$ cat src/rtl/hirq_pkg.sv
package hirq_pkg;
  localparam int TGT_W    = 10;
  localparam int HPOS_W   = 10;
  localparam int TGT_LSB  = 0;
  localparam int MODE_LSB = 12;
  localparam int HPOS_LSB = 16;
  localparam logic [31:0] CFG_MASK = 32'h03FF33FF;

  typedef enum logic [1:0] {
    HM_FRAME      = 2'd0,
    HM_EVERY_N    = 2'd1,
    HM_EVERY_LINE = 2'd2,
    HM_RSVD       = 2'd3
  } hirq_mode_e;
endpackage

$ cat src/rtl/hirq_wrap.sv
module hirq_wrap #(
  parameter int W = 12
) (
  input  logic [W-1:0] sum_i,
  input  logic [W-1:0] half_i,
  output logic [W-1:0] wrapped_o
);
  localparam logic [W-1:0] ONE = 1;

  // Equivalent to repeatedly subtracting half while the value exceeds half.
  always_comb begin
    if (half_i != '0 && sum_i > half_i)
      wrapped_o = ((sum_i - ONE) % half_i) + ONE;
    else
      wrapped_o = sum_i;
  end
endmodule

$ cat src/rtl/hirq_seq.sv
module hirq_seq
  import hirq_pkg::*;
#(
  parameter int RAS_W = 11
) (
  input  logic              clk,
  input  logic              rst,
  input  logic              wr_i,
  input  logic [31:0]       wdata_i,
  input  logic [RAS_W-1:0]  line_i,
  input  logic [RAS_W-1:0]  half_i,
  input  logic              fire_i,
  output logic              armed_o,
  output logic [TGT_W-1:0]  tgt_o,
  output logic [HPOS_W-1:0] hpos_o
);
  localparam int SUM_W = RAS_W + 1;
  localparam int NSUM  = 2;   // 0: start target on write, 1: advance after a pulse

  hirq_mode_e       wmode;
  logic [TGT_W-1:0] wfield;
  logic [TGT_W-1:0] wstep;
  logic [TGT_W-1:0] step_q;
  logic [TGT_W-1:0] tgt_q;
  logic             rep_q;
  logic             armed_q;
  logic [HPOS_W-1:0] hpos_q;
  logic [SUM_W-1:0] sum   [NSUM];
  logic [SUM_W-1:0] wrapd [NSUM];
  logic [SUM_W-1:0] half_ext;

  always_comb begin
    wmode    = hirq_mode_e'(wdata_i[MODE_LSB +: 2]);
    wfield   = wdata_i[TGT_LSB +: TGT_W];
    wstep    = (wmode == HM_EVERY_LINE) ? TGT_W'(1) : wfield;
    half_ext = SUM_W'(half_i);
    sum[0]   = SUM_W'(line_i >> 1) + SUM_W'(wstep);
    sum[1]   = SUM_W'(tgt_q) + SUM_W'(step_q);
  end

  for (genvar g = 0; g < NSUM; g++) begin : g_wrap
    hirq_wrap #(.W(SUM_W)) u_wrap (
      .sum_i     (sum[g]),
      .half_i    (half_ext),
      .wrapped_o (wrapd[g])
    );
  end

  always_ff @(posedge clk) begin
    if (rst) begin
      armed_q <= 1'b0;
      tgt_q   <= '0;
      step_q  <= '0;
      rep_q   <= 1'b0;
      hpos_q  <= '0;
    end else if (wr_i) begin
      armed_q <= 1'b1;
      hpos_q  <= wdata_i[HPOS_LSB +: HPOS_W];
      case (wmode)
        HM_EVERY_N, HM_EVERY_LINE: begin
          step_q <= wstep;
          tgt_q  <= wrapd[0][TGT_W-1:0];
          rep_q  <= 1'b1;
        end
        default: begin
          step_q <= '0;
          tgt_q  <= wfield;
          rep_q  <= 1'b0;
        end
      endcase
    end else if (fire_i && rep_q) begin
      tgt_q <= wrapd[1][TGT_W-1:0];
    end
  end

  assign armed_o = armed_q;
  assign tgt_o   = tgt_q;
  assign hpos_o  = hpos_q;
endmodule

$ cat src/rtl/hirq_match.sv
module hirq_match
  import hirq_pkg::*;
#(
  parameter int RAS_W = 11,
  parameter int DOT_W = 11
) (
  input  logic              clk,
  input  logic              rst,
  input  logic              armed_i,
  input  logic [TGT_W-1:0]  tgt_i,
  input  logic [HPOS_W-1:0] hpos_i,
  input  logic              wr_i,
  input  logic [RAS_W-1:0]  line_i,
  input  logic [DOT_W-1:0]  dot_i,
  input  logic              odd_i,
  input  logic              ilace_i,
  input  logic [RAS_W-1:0]  total_i,
  input  logic [DOT_W-1:0]  line_len_i,
  output logic              fire_o,
  output logic              irq_o
);
  localparam int CMP_W = (RAS_W > TGT_W + 1) ? RAS_W : TGT_W + 1;
  localparam logic [DOT_W-1:0] DONE = 1;

  logic [CMP_W-1:0] map_line;
  logic [DOT_W-1:0] hdots;
  logic [DOT_W-1:0] last_dot;
  logic [DOT_W-1:0] fire_dot;
  logic             hit;
  logic             hit_q;
  logic             irq_q;

  always_comb begin
    map_line = CMP_W'({tgt_i, ilace_i & odd_i});
    hdots    = DOT_W'({hpos_i, 1'b0});
    last_dot = line_len_i - DONE;
    fire_dot = (hdots > last_dot) ? last_dot : hdots;
    hit      = armed_i && !wr_i && (line_i < total_i) &&
               (CMP_W'(line_i) == map_line) && (dot_i == fire_dot);
    fire_o   = hit && !hit_q;
  end

  always_ff @(posedge clk) begin
    if (rst) begin
      hit_q <= 1'b0;
      irq_q <= 1'b0;
    end else begin
      hit_q <= hit;
      irq_q <= fire_o;
    end
  end

  assign irq_o = irq_q;
endmodule

$ cat src/rtl/hpos_raster_irq.sv
module hpos_raster_irq
  import hirq_pkg::*;
#(
  parameter int RAS_W = 11,
  parameter int DOT_W = 11
) (
  input  logic             clk,
  input  logic             rst,
  input  logic [RAS_W-1:0] line_num,
  input  logic [DOT_W-1:0] dot_pos,
  input  logic             odd_field,
  input  logic             interlaced,
  input  logic [RAS_W-1:0] total_lines,
  input  logic [DOT_W-1:0] line_len,
  input  logic             cfg_wr,
  input  logic [31:0]      cfg_wdata,
  output logic [31:0]      cfg_q,
  output logic             irq
);
  logic [31:0]       wmasked;
  logic [31:0]       cfg_r;
  logic [RAS_W-1:0]  half;
  logic              armed;
  logic [TGT_W-1:0]  tgt;
  logic [HPOS_W-1:0] hpos;
  logic              fire;

  assign wmasked = cfg_wdata & CFG_MASK;
  assign half    = total_lines >> 1;

  always_ff @(posedge clk) begin
    if (rst)         cfg_r <= '0;
    else if (cfg_wr) cfg_r <= wmasked;
  end
  assign cfg_q = cfg_r;

  hirq_seq #(.RAS_W(RAS_W)) u_seq (
    .clk     (clk),
    .rst     (rst),
    .wr_i    (cfg_wr),
    .wdata_i (wmasked),
    .line_i  (line_num),
    .half_i  (half),
    .fire_i  (fire),
    .armed_o (armed),
    .tgt_o   (tgt),
    .hpos_o  (hpos)
  );

  hirq_match #(.RAS_W(RAS_W), .DOT_W(DOT_W)) u_match (
    .clk        (clk),
    .rst        (rst),
    .armed_i    (armed),
    .tgt_i      (tgt),
    .hpos_i     (hpos),
    .wr_i       (cfg_wr),
    .line_i     (line_num),
    .dot_i      (dot_pos),
    .odd_i      (odd_field),
    .ilace_i    (interlaced),
    .total_i    (total_lines),
    .line_len_i (line_len),
    .fire_o     (fire),
    .irq_o      (irq)
  );
endmodule

$ cat config.mk
export PLATFORM = sky130hd
export DESIGN_NAME = hpos_raster_irq
export DESIGN_NICKNAME = d
export VERILOG_FILES = /design/src/rtl/hirq_pkg.sv /design/src/rtl/hirq_wrap.sv /design/src/rtl/hirq_seq.sv /design/src/rtl/hirq_match.sv /design/src/rtl/hpos_raster_irq.sv
export SDC_FILE = /design/constraint.sdc
export NUM_CORES = 1
export LEC_CHECK = 0
export BUFFER_PORTS_ARGS = -buffer_cell sky130_fd_sc_hd__buf_2
export CAP_MARGIN = 20
export CORE_MARGIN = 1
export CORE_UTILIZATION = 67
export CTS_BUF_LIST = sky130_fd_sc_hd__clkbuf_8
export CTS_CLUSTER_SIZE = 20
export DETAILED_ROUTE_END_ITERATION = 8
export PLACE_DENSITY = 0.88
export SETUP_SLACK_MARGIN = 0.15
export SYNTH_ARGS = -nofsm -noshare
export SYNTH_HDL_FRONTEND = slang
export SYNTH_SLANG_ARGS = --single-unit
$ cat constraint.sdc
create_clock -name clk -period 57.6 [get_ports clk]
set_input_delay 8.64 -clock clk [delete_from_list [all_inputs] [get_ports clk]]
set_output_delay 8.64 -clock clk [all_outputs]
set_load 0.02 [all_outputs]
# == Yosys cells after proc, flatten, opt, wreduce, memory -nomap -nowiden ==
# Cells that the tools add are included.
# classes
n_bitwise,1
n_lt_le_gt_ge,4
add_sub_neg,7
n_div,2
n_mux,9
reduce_logical,13
eq_ne,4
mul,0
shift,0
# op_table
operator,n
$mux 10,7
$mod 12x10->12,2
$sub 11x1->12 const B,2
$add 10x10->11,2
$eq 11x11->1,2
$gt 11x10->1,2
$add 10x1->10 const B,2
$reduce_bool 12->1,1
$gt 11x11->1,1
$lt 11x11->1,1
$mux 11,1
$sub 11x1->11 const B,1
$logic_and 1x1->1,8
$eq 2x1->1 const B,1
$eq 2x2->1 const B,1
$logic_not 1->1,2
$reduce_bool 2->1,1
$reduce_or 2->1,1
$and 1x1->1,1
$mux 1,1
# totals
inputBits,81
register_bits,56
mem_count,0
mem_bits_rw,0
rom_bits,0
out_inout_bits,33
word_cells,48
latchBits,0

# == Logic depth before layout (Yosys ltp) ==
# depth
depth_word,9
ltp_mapped,125
depth_no_buf,114

# == Hierarchy ==
# Synthesis repeated with hierarchy kept, for this count alone.
# unflattened
cells_unflattened,2059
area_unflattened_um2,15325.9
# modules_own_cells
mod,area_per_inst_um2,cells_per_inst,instances,seq_area_each_um2
hirq_wrap (u_seq.g_wrap[1].u_wrap),5481.5,771,1,0.0
hirq_wrap (u_seq.g_wrap[0].u_wrap),5371.4,756,1,0.0
hirq_seq,2254.7,271,1,640.6
hirq_match,1337.5,179,1,40.0
hpos_raster_irq,880.8,82,1,440.4

# == Worst setup path after synthesis ==
# OpenSTA, ideal clock, no wires.
# synth_timing
kind,input port to flip-flop
from,in cfg_wdata[12]
to,reg u_seq.tgt_q[4] (netlist: u_seq.tgt_o[4])
setup_slack_ps,26379
setup_time_ps,71
stages,117
t_arrival_ps,31151
path_buffers,11
t_required_ps,57529
path_cell_list,inv_1 ha_1 clkbuf_1 or2_2 ha_1 fa_1 clkbuf_1 o22ai_1 o22ai_1 o41ai_1 xnor2_1 a2111o_1 nor2_1 ha_1 nand2_1 o21a_1 a21oi_1 ha_1 (+81 left out) a21oi_1 nor2_1 o41ai_1 nand2b_1 a21oi_1 o211a_1 nand2_1 o221ai_1 o21a_1 buf_2 buf_2 mux2i_1 ha_1 inv_1 o211a_1 o41ai_1 a32oi_1 a21oi_1
# synth_between
elab_chain_len,9
elab_cells_between_ends,13
classes_between,add/sub: 3; div: 1; order compare: 1; eq/ne: 2; mux: 4; reduce/logical: 2
# synth_rtl
item,line_no,rtl
start: declaration,hpos_raster_irq.sv:16,"input logic [31:0] cfg_wdata,"
$eq 2x2->1,"hirq_seq.sv:35, hirq_seq.sv:59",
$mux 10,hirq_seq.sv:35,wstep = (wmode == HM_EVERY_LINE) ? TGT_W'(1) : wfield;
$add 10x10->11,hirq_seq.sv:37,sum[0] = SUM_W'(line_i >> 1) + SUM_W'(wstep);
$sub 11x1->12,hirq_wrap.sv:13,wrapped_o = ((sum_i - ONE) % half_i) + ONE;
$mod 12x10->12,hirq_wrap.sv:13,
$add 10x1->10,hirq_wrap.sv:13,
$mux 10,hirq_wrap.sv:12,if (half_i != '0 && sum_i > half_i)
$mux 10 (*),hirq_seq.sv:59,case (wmode)
$mux 10 (*),hirq_seq.sv:56,end else if (wr_i) begin
end signal: assignment,hirq_seq.sv:62,tgt_q <= wrapd[0][TGT_W-1:0];
end signal: assignment,hirq_seq.sv:67,tgt_q <= wfield;
end signal: assignment,hirq_seq.sv:72,tgt_q <= wrapd[1][TGT_W-1:0];
end: declaration,hirq_seq.sv:24,logic [TGT_W-1:0] tgt_q;
# Every way passes the cells marked *; elsewhere a longest branch is shown, timed or not.
# A chain may end at the register's enable or synchronous reset.

# == Worst setup path after layout ==
# Same ends and word-level chain as after synthesis.

==> results summary <==
Cells with a size suffix above 1 make up 10.5% of the layout. The count of pins over their slew limit came to 0. The number of global-route vias before repair was 14500. The number of synthesized register bits came out at 46. Setup violations remaining at the end of the flow were counted as 0. At the later pin of the worst-skew pair, clock insertion delay measures 0.31 ns. The number of stages on the worst hold path is 1. The clock sink total is 46.

The region available for standard cell placement spans 0.0205 mm². The aggregate global routing overflow came out at 0. In this run the worst setup path begins at cfg_wdata[12]. The average detailed-routed wire length per instance came out at 18.8 µm. The nature of the critical path endpoint is a flip-flop. Counting both buffers and inverters, the worst setup path holds a total of 7.

The TritonCTS clock tree is done. For hold timing, the worst endpoint is u_match.irq_o$_SDFF_PP0_. The total negative setup slack came out at 0 ns. The number of port buffers is 93.

The tool flagged a number of max-cap violations equal to 0. The detail route stage leaves a number of antenna-violating nets equal to 0. The data arrival time of the worst path came out at 36.20 ns. Detailed placement finished with a half-perimeter wire length of 34.0 mm. The most used flip-flop cell after synthesis is dfxtp_1. The total number of nets in the final design came out at 2310. The number of cell rows came out at 52. The vias after detailed routing came out at 15500. The Yosys warning count is 0. Counting flops with a built-in enable in the synthesized netlist gives 0. Sequential cells were found to cover 6.49% of the synthesized design area. The die covers 0.0218 mm². The x dimension of the die came out at 148 µm.

The headroom to the max-slew limit is 32.7%. The y dimension of the die is 148 µm. Each instance of the synthesized netlist takes up on average 7.31 µm². Setup repair after global routing left no endpoint under its margin.

The path class of the tightest hold or removal check is flip-flop to flip-flop. The startpoint type of the worst setup path is a primary input. For the final database, setup skew stands at 0.0118 ns. The congestion estimate from routability-driven global placement came to 0.985. The run finished with clean final reports. The count of instances resized after the clock tree is built came out at 0. Of the available clock period, the critical path in the final layout requires 62.4%. The initial standard-cell utilization of the core came out at 69.3%.

The peak clock frequency supported by timing came out at 0.0278 GHz. The end of the worst register-to-register path is u_seq.tgt_o[8]$_SDFFE_PP0P_. The number of I/O pins came out at 114. The post-synthesis cell type count came out at 110. The maximum clock insertion buffer count is 2.

The number of hold violations in the final report was 0. The wire length of the first global-routing pass came out at 69.5 mm. The number of violations reported at the end of detailed-routing iteration 0 is 1464.

Along the worst path, the maximum fanout reaches 18. The number of standard cells after synthesis is 1943. In the layout the commonest cells are 220 x ha_1, 177 x nor2_1, 157 x nand2_1. The post-CTS repair timing setup buffer count is 0.

On the worst path, the slowest cell contributes a delay of 0.73 ns. The deepest level of the CTS H-tree is 2. The worst setup path is of the primary input to flip-flop kind.

The logic depth of the worst setup path including buffers came out at 106. The layout overhead on the synthesized area is 4.78%. Counting stages on the worst path, the most repeated cell is o21a_1. The cell at the slowest stage of the critical path is a21boi_0.

For this run, design rule violations remaining after detail routing come to 0. Data on the critical path is required at its endpoint by 57.83 ns. After synthesis, the share of flip-flops with an asynchronous set or reset is 0%. The worst path needs 35.97 ns of the cycle, external delays included. The measured slew at the worst slew-check pin came out at 1.01 ns.

The register-to-register path setup slack came out at 30.26 ns. In this run the critical register-to-register path is launched from u_seq.tgt_o[0]$_SDFFE_PP0P_. The library cell used most frequently in the layout, excluding fill and tap cells, is ha_1. The total length of routed wires is 42.9 mm. The post-detailed-route via-to-cell ratio came out at 6.82. The pre-antenna-repair detailed-routing pass consisted of 7 iterations. The root cell of the clock tree is clkbuf_8. The number of CTS-inserted buffers is 5.

Clock-pin slew was measured on the worst setup and hold paths at 0.09 ns. The initial antenna violation count is 1. The cell family contributing the most delay on the critical path is compound AO/OA/AOI/OAI gates. The post-synthesis cell area came out at 0.0142 mm². The largest net degree at the start of global routing is 50. The cell count of the worst reg-to-reg path came out at 104. The startpoint identified for the worst hold timing path is u_match.hit_q$_SDFF_PP0_.

The global-route usage over all layers came out at 38.5%. The number of hold-repair buffers added at the cts stage is 0.
-- worst register-to-register path: cells and delay by family, from the launching register on --
| family | cells | cell delay (ns) |
|---|---|---|
| flops | 1 | 0.41 |
| simple gates | 23 | 5.34 |
| compound gates | 50 | 14.06 |
| buf+inv | 9 | 0.89 |
| xor+xnor | 1 | 0.22 |
| mux | 6 | 1.84 |
| fa+ha+maj | 15 | 4.43 |
-- metal layers --
metal / routed length, µm / up-vias / GRT usage, %
li1: - / 7391 / -
met1: 18400 / 7192 / 52.5
met2: 18800 / 821 / 62.8
met3: 4140 / 136 / 3.46
met4: 1580 / 0 / 14.1
met5: 0 / - / 0
-- cell type report --
class / instances / area [µm²]
Clock buffer: 5 / 68.8
Tap cell: 270 / 338
Clock inverter: 3 / 18.8
Inverter: 102 / 383
Antenna cell: 1 / 2.50
Multi-Input combinational cell: 1743 / 12600
Timing Repair Buffer: 107 / 571
Fill cell: 1632 / 5620
Sequential cell: 46 / 921
-- state kept, by name, indices dropped and copies added (netlist names) --
| register | cells |
|---|---|
| u_seq.armed_o | 1 |
| u_seq.hpos_o | 10 |
| u_seq.step_q | 10 |
| u_seq.tgt_o | 10 |
| u_match.irq_o | 1 |
| cfg_q | 12 |
| u_seq.rep_q | 1 |
| u_match.hit_q | 1 |
-- through the flow --
step | hold slack [ns] | area, µm² | worst slack, ns | std cells | utilization, %
floorplan | 0.399 | 14200 | 26.38 | 1952 | -
detailed placement | 0.418 | 14800 | 22.02 | 2268 | 72.1
global placement | 0.405 | 14800 | 22.73 | 2268 | 72.1
CTS | 0.435 | 14900 | 22.24 | 2276 | 72.6
global route | 0.443 | 14900 | 19.77 | 2276 | 72.6
finish | 0.436 | 14900 | 21.63 | 2277 | 72.6
-- cell usage after synthesis, types with 22 or more instances --
cell / instances / share of area, %
or2_2: 25 / 1.1
or3_1: 24 / 1.1
mux2i_1: 55 / 3.9
nand4_1: 29 / 1.3
clkbuf_1: 35 / 0.93
nor3_1: 69 / 2.4
o21a_1: 75 / 4.0
inv_1: 100 / 2.6
xnor2_1: 86 / 5.3
o21ai_0: 91 / 3.2
nor2_1: 177 / 4.7
dfxtp_1: 46 / 6.5
a21o_1: 57 / 3.0
nor2b_1: 28 / 1.2
nand2b_1: 23 / 1.0
a31oi_1: 22 / 0.97
nand2_1: 157 / 4.2
ha_1: 220 / 19
nand3_1: 52 / 1.8
mux2_2: 26 / 2.1
xor2_1: 52 / 3.2
o211ai_1: 27 / 1.4
a21oi_1: 133 / 4.7
-- worst max path at each step --
stage | to | slack [ns]
2_1_floorplan | u_seq.tgt_o[4]$_SDFFE_PP0P_ | 26.38
3_3_place_gp | u_seq.tgt_o[4]$_SDFFE_PP0P_ | 22.73
3_5_place_dp | u_seq.tgt_o[4]$_SDFFE_PP0P_ | 22.02
4_1_cts | u_seq.tgt_o[4]$_SDFFE_PP0P_ | 22.24
5_1_grt | u_seq.tgt_o[4]$_SDFFE_PP0P_ | 19.77
6_report | u_seq.tgt_o[4]$_SDFFE_PP0P_ | 21.63
-- cells by family (layout without fill, tap and decap cells) --
family / after synthesis / in the layout / share of synthesized area (%)
AOI/OAI and AO/OA: 595 / 595 / 28.8
xor gates and xnor gates: 138 / 138 / 8.51
adders and majority gates: 226 / 226 / 20.1
buffers and inverters: 163 / 217 / 5.19
DFF: 46 / 46 / 6.49
muxes: 87 / 87 / 6.59
other: 1 / 11 / 0.0264
and+or+nand+nor: 687 / 687 / 24.3
Power is left out: the tool's default activity adds up to more than one toggle a clock period on the data nets, which glitch-free logic cannot reach.
